`src/rtl/lvl_irq_pkg.sv`:
```
`timescale 1ns/1ps
package lvl_irq_pkg;
  localparam logic [7:0] VEC_BASE     = 8'd64;
  localparam logic [7:0] VEC_SPURIOUS = 8'd24;
  localparam logic [2:0] EXT_PRI      = 3'd7;

  typedef struct packed {
    logic       msk;
    logic [2:0] lvl;
    logic [2:0] pri;
  } src_cfg_t;

  // ordering key: level first, then priority
  function automatic logic [5:0] rank_of(src_cfg_t c);
    return {c.lvl, c.pri};
  endfunction

  function automatic logic [7:0] vector_of(int unsigned idx);
    return VEC_BASE + 8'(idx);
  endfunction

  function automatic logic usable(src_cfg_t c);
    return !c.msk && (c.lvl != 3'd0);
  endfunction
endpackage

```
`src/rtl/lvl_irq_cfg.sv`:
```
`timescale 1ns/1ps
module lvl_irq_cfg
  import lvl_irq_pkg::*;
#(
  parameter int NUM_SRC = 63,
  parameter int NUM_EXT = 7,
  parameter int AW      = $clog2(NUM_SRC + 1)
) (
  input  logic                     clk,
  input  logic                     rst_n,
  input  logic                     we,
  input  logic [AW-1:0]            addr,
  input  logic [6:0]               wdata,
  output src_cfg_t [NUM_SRC-1:0]   cfg_o,
  output logic                     mask_all
);
  localparam logic [AW-1:0] ALL_ADDR = AW'(NUM_SRC);

  always_ff @(posedge clk or negedge rst_n) begin
    if (!rst_n)                        mask_all <= 1'b0;
    else if (we && addr == ALL_ADDR)   mask_all <= wdata[0];
  end

  for (genvar g = 0; g < NUM_SRC; g++) begin : g_src
    logic hit;
    assign hit = we && (addr == AW'(g));
    if (g < NUM_EXT) begin : g_ext
      logic msk_q;
      always_ff @(posedge clk or negedge rst_n) begin
        if (!rst_n)   msk_q <= 1'b1;
        else if (hit) msk_q <= wdata[6];
      end
      assign cfg_o[g] = '{msk: msk_q, lvl: 3'(g + 1), pri: EXT_PRI};
    end else begin : g_int
      src_cfg_t reg_q;
      always_ff @(posedge clk or negedge rst_n) begin
        if (!rst_n)   reg_q <= '{msk: 1'b1, lvl: 3'd0, pri: 3'd0};
        else if (hit) reg_q <= src_cfg_t'(wdata);
      end
      assign cfg_o[g] = reg_q;


      cfg_store_chk: assert property (@(posedge clk) disable iff (!rst_n)
        hit |=> (cfg_o[g] == src_cfg_t'($past(wdata))));
    end
  end
endmodule

```
`src/rtl/lvl_irq_pick.sv`:
```
`timescale 1ns/1ps
module lvl_irq_pick
  import lvl_irq_pkg::*;
#(
  parameter int NUM_SRC = 63,
  parameter int IW      = (NUM_SRC > 1) ? $clog2(NUM_SRC) : 1
) (
  input  logic                   clk,
  input  logic                   rst_n,
  input  src_cfg_t [NUM_SRC-1:0] cfg,
  input  logic [NUM_SRC-1:0]     req,
  input  logic                   flt_en,
  input  logic [2:0]             flt_lvl,
  output logic                   found,
  output logic [IW-1:0]          win_idx,
  output logic [2:0]             win_lvl
);
  logic [5:0] best_rank;

  // strict compare in ascending order: the lower index keeps a tie
  always_comb begin
    found     = 1'b0;
    win_idx   = '0;
    best_rank = '0;
    for (int i = 0; i < NUM_SRC; i++) begin
      if (req[i] && usable(cfg[i]) && (!flt_en || cfg[i].lvl == flt_lvl)) begin
        if (!found || rank_of(cfg[i]) > best_rank) begin
          found     = 1'b1;
          win_idx   = IW'(i);
          best_rank = rank_of(cfg[i]);
        end
      end
    end
    win_lvl = found ? best_rank[5:3] : 3'd0;
  end


  win_eligible_chk: assert property (@(posedge clk) disable iff (!rst_n)
    found |-> (req[win_idx] && !cfg[win_idx].msk && cfg[win_idx].lvl != 3'd0));

  win_filter_chk: assert property (@(posedge clk) disable iff (!rst_n)
    (found && flt_en) |-> (cfg[win_idx].lvl == flt_lvl));
endmodule

```
`src/rtl/lvl_irq_ctrl.sv`:
```
`timescale 1ns/1ps
module lvl_irq_ctrl
  import lvl_irq_pkg::*;
#(
  parameter int NUM_SRC = 63,
  parameter int NUM_EXT = 7,
  parameter int AW      = $clog2(NUM_SRC + 1)
) (
  input  logic               clk,
  input  logic               rst_n,
  input  logic [NUM_SRC-1:0] irq_in,
  input  logic               cfg_we,
  input  logic [AW-1:0]      cfg_addr,
  input  logic [6:0]         cfg_wdata,
  input  logic               ack_req,
  input  logic [2:0]         ack_lvl,
  output logic               ack_valid,
  output logic [7:0]         ack_vector,
  output logic [2:0]         irq_level,
  output logic [7:0]         irq_vector,
  output logic               wake
);
  localparam int IW = (NUM_SRC > 1) ? $clog2(NUM_SRC) : 1;

  src_cfg_t [NUM_SRC-1:0] cfg;
  logic                   mask_all;
  logic [NUM_SRC-1:0]     pend_q, req_eff;
  logic                   main_found, ack_found;
  logic [IW-1:0]          main_idx, ack_idx;
  logic [2:0]             main_lvl, ack_win_lvl;

  lvl_irq_cfg #(.NUM_SRC(NUM_SRC), .NUM_EXT(NUM_EXT), .AW(AW)) cfg_i (
    .clk(clk), .rst_n(rst_n), .we(cfg_we), .addr(cfg_addr), .wdata(cfg_wdata),
    .cfg_o(cfg), .mask_all(mask_all));

  always_ff @(posedge clk or negedge rst_n) begin
    if (!rst_n) pend_q <= '0;
    else        pend_q <= irq_in;
  end

  assign req_eff = mask_all ? '0 : pend_q;

  lvl_irq_pick #(.NUM_SRC(NUM_SRC), .IW(IW)) main_pick_i (
    .clk(clk), .rst_n(rst_n), .cfg(cfg), .req(req_eff),
    .flt_en(1'b0), .flt_lvl(3'd0),
    .found(main_found), .win_idx(main_idx), .win_lvl(main_lvl));

  lvl_irq_pick #(.NUM_SRC(NUM_SRC), .IW(IW)) ack_pick_i (
    .clk(clk), .rst_n(rst_n), .cfg(cfg), .req(req_eff),
    .flt_en(1'b1), .flt_lvl(ack_lvl),
    .found(ack_found), .win_idx(ack_idx), .win_lvl(ack_win_lvl));

  assign irq_level  = main_lvl;
  assign irq_vector = main_found ? vector_of(32'(main_idx)) : 8'd0;

  always_ff @(posedge clk or negedge rst_n) begin
    if (!rst_n) begin
      ack_valid  <= 1'b0;
      ack_vector <= 8'd0;
    end else begin
      ack_valid <= ack_req;
      if (ack_req)
        ack_vector <= ack_found ? vector_of(32'(ack_idx)) : VEC_SPURIOUS;
    end
  end

  // clockless wake path from the raw request lines
  always_comb begin
    wake = 1'b0;
    for (int i = 0; i < NUM_SRC; i++)
      if (irq_in[i] && usable(cfg[i])) wake = 1'b1;
    if (mask_all) wake = 1'b0;
  end


  vec_zero_chk: assert property (@(posedge clk) disable iff (!rst_n)
    (irq_level == 3'd0) == (irq_vector == 8'd0));

  vec_range_chk: assert property (@(posedge clk) disable iff (!rst_n)
    (irq_level != 3'd0) |-> (irq_vector >= VEC_BASE && irq_vector < VEC_BASE + 8'(NUM_SRC)));

  mask_all_chk: assert property (@(posedge clk) disable iff (!rst_n)
    mask_all |-> (irq_level == 3'd0 && !wake));

  ack_resp_chk: assert property (@(posedge clk) disable iff (!rst_n)
    ack_req |=> ack_valid);

  ack_idle_chk: assert property (@(posedge clk) disable iff (!rst_n)
    !ack_req |=> !ack_valid);
endmodule

```
`config.mk`:
```
export PLATFORM = sky130hd
export DESIGN_NAME = lvl_irq_ctrl
export DESIGN_NICKNAME = d
export VERILOG_FILES = /design/src/rtl/lvl_irq_pkg.sv /design/src/rtl/lvl_irq_cfg.sv /design/src/rtl/lvl_irq_pick.sv /design/src/rtl/lvl_irq_ctrl.sv
export SDC_FILE = /design/constraint.sdc
export NUM_CORES = 2
export LEC_CHECK = 0
export ABC_AREA = 1
export BUFFER_PORTS_ARGS = -buffer_cell sky130_fd_sc_hd__buf_2
export CORE_MARGIN = 1
export CORE_UTILIZATION = 40
export DETAILED_ROUTE_END_ITERATION = 12
export GPL_ROUTABILITY_DRIVEN = 1
export PLACE_DENSITY_LB_ADDON = 0.12
export SLEW_MARGIN = 20
export SYNTH_ARGS = -nofsm -noshare
export SYNTH_HDL_FRONTEND = slang
export SYNTH_SLANG_ARGS = --single-unit
```
`constraint.sdc`:
```
create_clock -name clk -period 229.3 [get_ports clk]
set_input_delay 0 -clock clk [delete_from_list [all_inputs] [get_ports clk]]
set_output_delay 0 -clock clk [all_outputs]
set_load 0.05 [all_outputs]
```
After elaboration in Yosys (flattened, before gate mapping):

Cells that the tools add are included.

* output and inout bits: 21
* flip-flop bits (word level): 472
* logic and storage cells: 1922
* input bits: 83

* magnitude comparators: 124
* multiplexer cells: 814
* $add $sub $neg: 2
* equality and inequality tests: 126
* reductions and logical operators: 677

Operators with widths (number)
* $mux W6: 490
* $gt A6 B6 Y1: 112
* $mux W1: 316
* $logic_and A1 B1 Y1: 309
* $eq A6 B6 Y1 const B: 32
* $logic_not A1 Y1: 187
* $eq A3 B3 Y1: 56
* $reduce_bool A3 Y1: 56
* $logic_or A1 B1 Y1: 124
* $eq A6 B5 Y1 const B: 16
* $mux W63: 1
* $eq A6 B4 Y1 const B: 8
* $gt A6 B6 Y1 const A: 8
* $eq A6 B3 Y1 const B: 4
* $add A7 B6 Y8 const A: 2
* $mux W8: 2
* $eq A3 B3 Y1 const A: 4
* $eq A6 B2 Y1 const B: 2
* $gt A5 B6 Y1 const A: 2
* $gt A5 B4 Y1 const A: 2
* $mux W5: 2
* $mux W4: 2
* $eq A2 B3 Y1 const A: 2
* $eq A6 B1 Y1 const B: 1
* 3 further kinds: 3

Depth between registers and ports, before layout:

* word-level depth: 254
* depth in mapped cells: 683
* depth with buffers taken out: 647

Cells and area by module:

A second synthesis with hierarchy kept.

* cell total of the unflattened synthesis: 9626
* area total of the unflattened synthesis: 60802.1 µm²

By module, submodules not included
* lvl_irq_pick (ack_pick_i): instances 1, area an instance 20629.8 µm², cells each 3634
* lvl_irq_pick (main_pick_i): instances 1, area an instance 20525.9 µm², cells each 3631
* lvl_irq_cfg: instances 1, area an instance 15569.9 µm², cells each 1694
* lvl_irq_ctrl: instances 1, area an instance 4076.4 µm², cells each 667

Worst setup path after synthesis:

Ideal clock, no wire load.

* path type: reg-to-output
* start: register cfg_i.mask_all
* end: output irq_vector[3]
* data required time: 229.300 ns
* path buffers: 38
* setup slack: 154.335 ns
* arrival time: 74.965 ns
* stages on the path, launching flop included: 645
* cell sequence: dfrtp_1 > inv_2 > nand2_2 > nor2_2 > inv_1 > nand2_1 > inv_1 > nand4_1 > inv_1 > ha_1 > inv_1 > o21bai_1 > a21oi_1 > nor2_1 > o21a_1 > o21a_1 > o22ai_1 > nand2_1 > [... 609 more ...] > nand3_1 > o221ai_1 > a21oi_1 > nor2_1 > clkbuf_1 > nand2_1 > o21ai_0 > inv_1 > ha_1 > inv_1 > o21bai_1 > a21oi_1 > a32o_1 > nand2_1 > nand2_1 > inv_1 > nor3_1 > o311ai_0

* word-level cells in the longest chain between the ends: 253

RTL lines
* start, declared: RTL line lvl_irq_cfg.sv:15 `output logic mask_all`
* start signal, assigned: RTL line lvl_irq_cfg.sv:21 `else if (we && addr == ALL_ADDR) mask_all <= wdata[0];`
* $mux W63 *: RTL line lvl_irq_ctrl.sv:41 `assign req_eff = mask_all ? '0 : pend_q;`
* $logic_and A1 B1 Y1: RTL line lvl_irq_pick.sv:26 `if (req[i] && usable(cfg[i]) && (!flt_en || cfg[i].lvl == flt_lvl)) begin`
* $mux W4 / $mux W1 (equally long branches): RTL line lvl_irq_pick.sv:26
* $gt A5 B4 Y1 / $logic_not A1 Y1 (equally long branches): RTL line lvl_irq_pick.sv:27 `if (!found || rank_of(cfg[i]) > best_rank) begin`
* $logic_or A1 B1 Y1: RTL line lvl_irq_pick.sv:27
* $mux W5 / $mux W1 (equally long branches): RTL line lvl_irq_pick.sv:27
* $mux W6 / $mux W1 (equally long branches): RTL line lvl_irq_pick.sv:26
* $gt A5 B6 Y1 / $logic_not A1 Y1 (equally long branches): RTL line lvl_irq_pick.sv:27
* [... 237 more ...]
* $mux W6 / $mux W1 (equally long branches): RTL line lvl_irq_pick.sv:27
* $mux W6 / $mux W1 (equally long branches): RTL line lvl_irq_pick.sv:26
* $gt A6 B6 Y1 / $logic_not A1 Y1 (equally long branches): RTL line lvl_irq_pick.sv:27
* $logic_or A1 B1 Y1: RTL line lvl_irq_pick.sv:27
* $mux W6: RTL line lvl_irq_pick.sv:27
* $mux W6: RTL line lvl_irq_pick.sv:26
* $add A7 B6 Y8: RTL line lvl_irq_pkg.sv:19 `return VEC_BASE + 8'(idx);`
* $mux W8 *: RTL line lvl_irq_ctrl.sv:54 `assign irq_vector = main_found ? vector_of(32'(main_idx)) : 8'd0;`
* end, declared: RTL line lvl_irq_ctrl.sv:20 `output logic [7:0] irq_vector,`

Every way passes the cells marked *; elsewhere a longest branch is shown, timed or not.

Final worst setup path:

Same ends and word-level chain as after synthesis.

==> impl_metrics.py <==
metrics = {
    "yosys": {
        "synth_edf_count": 0,
        "synth_top_family_by_area": "simple AND/OR/NAND/NOR gates",
        "yosys-mux-area-fraction": 0.00167,
        "yosysSeqAreaShare": 0.243,
        "synth_fa_ha_area_frac": 0.149,
        "synthTopCellsByArea": "dfrtp_1, ha_1, nand2_1",
        "synth-xor-area-share": 0.0282,
        "synth_seq_cells": 471,
        "synth-compound-area-share": 0.173,
        "ys_warn_count": 0,
        "postSynthAreaPerCell_um2": 6.90,
        "syn_area_um2": 48800,
        "yosysTopAreaCell": "dfrtp_1",
        "synth_cell_type_count": 79,
        "synth-simple-area-share": 0.296,
        "yosysTopAreaCellShare": 0.209,
        "synthArstFlopShare": 1.00,
        "netlist_instances": 7065,
        "synth_flop_cell": "dfrtp_1",
    },
    "placement": {
        "dp.cells": 8552,
        "gp_congestion": 0.931,
        "portBuffers": 101,
        "placed_cell_area_um2": 49700,
        "dp_slack_ps": 143790,
        "hpwlAfterDp_um": 129000,
    },
    "cts": {
        "cts_tree": "built",
        "clkSlewWorstSetupHoldPaths_ps": 60,
        "htreeDepth": 3,
        "clk_latency_ps": 660,
        "clockBufferDepth": 3,
        "root_buffer": "clkbuf_16",
        "cts-buffers-inserted": 66,
        "clock-sinks": 471,
        "cts-resized-gates": 0,
    },
    "grt": {
        "grt_max_degree": 144,
        "grt_pass1_vias": 43600,
        "overflow": 0,
        "antenna_found_initial": 4,
        "track_usage": 0.276,
        "grt_pass1_wl_um": 262000,
    },
    "setup_path": {
        "worstSetupStartpointType": "flop",
        "cpPeakStageDelay_ps": 590,
        "r2r-end": "ack_vector[4]",
        "worst-path-max-fanout": 15,
        "worstPathRequired_ps": 229300,
        "r2r_start": "cfg_i.mask_all",
        "endpoint": "irq_vector[3]",
        "cp-end-kind": "output port",
        "r2r_slack_ps": 152390,
        "startpoint": "cfg_i.mask_all",
        "cp_slowest_cell": "a21oi_1",
        "ff2ff_path_depth": 538,
        "cp_data_arrival_time_ps": 87850,
        "path_class": "flop to output port",
    },
    "floorplanning": {
        "die_x_um": 351,
        "coreArea_um2": 120000,
        "initial_core_util": 0.405,
        "std_cell_rows": 127,
        "die_h_um": 351,
        "die-area_um2": 123000,
        "io_pins": 104,
    },
    "drt": {
        "antenna_left": 0,
        "vias": 46300,
        "avgRoutedWirePerCell_um": 19.4,
        "drc_errors": 0,
        "wl_met1_um": 78800,
        "dr_wl_met3_um": 7140,
        "wl_met2_um": 78800,
        "wirelength_um": 170000,
        "dr.max_layer_used": "met4",
        "drt_iter0_markers": 3457,
        "firstDrtPassIters": 5,
        "vias_per_cell": 5.27,
    },
    "sta": {
        "finalMaxSlewViolations": 0,
        "fin_crit_ps": 87850,
        "post-route-period-util": 0.383,
        "worst_slack_ps": 141450,
        "finalSetupTns_ps": 0,
        "worst_pin_slew_ps": 1270,
        "fin_skew_ps": 35.7,
        "max_freq_ghz": 0.0114,
        "timing.hold.ws_ps": 51.0,
        "finalHoldViolCount": 0,
        "setup_viol": 0,
        "rsz0062_at_grt": "no",
        "relSlewSlack": 0.151,
    },
    "finish": {
        "final-seq-area_um2": 11900,
        "syn2layout_area_growth_pct": 9.13,
        "postLayoutCellArea_um2": 53200,
        "fin_cells": 8784,
        "post-route-util": 0.442,
        "layout-drive-gt1-share": 0.106,
        "fill_cells": 12700,
        "multiInputGateArea_um2": 31700,
        "most-common-layout-cells": "nand2_1, o21ai_0, inv_1",
        "final_common_cell": "nand2_1",
        "nets": 7782,
    },
    "power_and_ir_drop": {
        "power_density_nw_per_um2": 10.9,
        "power_mw": 0.581,
        "ir_worst_vdd_mv": 0.00759,
        "power.leakage_nw": 28.5,
    },
    "status": {
        "status": "complete, no violations",
    },
    "flow_run": {
        "drv_cap": 0,
    },
    "worst_hold_path": {
        "holdCritPathClass": "input port to flop",
    },
}
-- cell families after synthesis --
logic type	after synthesis
DFF	471
AOI/OAI and AO/OA	1533
other	1
buffers and inverters	1150
and+or+nand+nor	3165
muxes	8
xor gates and xnor gates	157
adders and majority gates	580
-- worst max-delay path, delay by kind of cell (launching register included) --
kind	cells	cell delay (ps)
AOI/OAI and AO/OA	230	33540
and+or+nand+nor	191	25170
adders and majority gates	56	16230
buffers and inverters	102	11260
DFF	1	450
muxes	1	350
-- routing by layer --
layer / track usage / vias to the layer above
met5: 0 / -
met4: 0.0946 / 0
met3: 0.0252 / 204
met2: 0.459 / 959
met1: 0.373 / 21600
li1: - / 23500
-- cell type report --
cell class	instances	area share
inverter	895	0.0640
clock inverter	25	0.00828
multi-input combinational	5445	0.595
clock buffer	94	0.0363
antenna	2	0.0000941
tap	1612	0.0379
timing repair buffer	240	0.0352
sequential	471	0.223
-- power by group --
| group | switching (mW) | leakage (nW) | total [mW] | internal (mW) |
|---|---|---|---|---|
| registers | 0.0189 | 5.94 | 0.114 | 0.0947 |
| clock network | 0.0430 | 1.15 | 0.114 | 0.0711 |
| logic | 0.223 | 21.4 | 0.354 | 0.131 |
-- Yosys cell counts (5+ instances only) --
master / count
nand3_2: 9
or2_2: 7
a21oi_1: 256
nor4_1: 17
nand2_4: 39
nand4_1: 132
mux2i_1: 7
clkinv_1: 5
buf_4: 24
and2_1: 6
nand2_2: 222
xor2_1: 38
clkbuf_8: 28
dfstp_2: 63
o221ai_1: 16
a21o_1: 44
nand3_1: 427
o21a_1: 12
ha_1: 580
o21ai_0: 963
o21ai_1: 12
a31oi_1: 22
xnor2_1: 119
nor3_1: 51
o22ai_1: 32
nor2_2: 121
inv_2: 11
buf_6: 32
o211ai_1: 9
buf_1: 11
bufbuf_16: 7
dfrtp_1: 408
inv_1: 875
o21bai_1: 126
nand3b_1: 45
a221oi_1: 7
clkbuf_1: 141
nand2_1: 1728
nor2_1: 336
-- repair_timing --
item / in CTS / in global routing
setup buffers: 0 / 0
hold buffers: 111 / 0
endpoints found under the setup margin: 0 / 0
hold endpoints to repair: 190 / 0
-- flip-flops by register name (all words and copies together), names as in the netlist --
name / flops
cfg_i.mask_all: 1
pend_q: 63
ack_valid: 1
ack_vector: 7
cfg_i.cfg_o: 392
cfg_i.g_src.g_ext.msk_q: 7
-- worst min-delay path by stage --
| stage | start | to | slack [ps] | cells after the start |
|---|---|---|---|---|
| floorplan | rst_n | ack_valid | -300 | 0 |
| detailed placement | rst_n | cfg_i.cfg_o[305] | 50 | 1 |
| global placement | rst_n | cfg_i.cfg_o[305] | 40 | 1 |
| global route | irq_in[56] | pend_q[56] | 30 | 2 |
| finish | irq_in[47] | pend_q[47] | 50 | 2 |
| CTS | irq_in[10] | pend_q[10] | 3 | 2 |
Power figures use the tool's default switching activity.
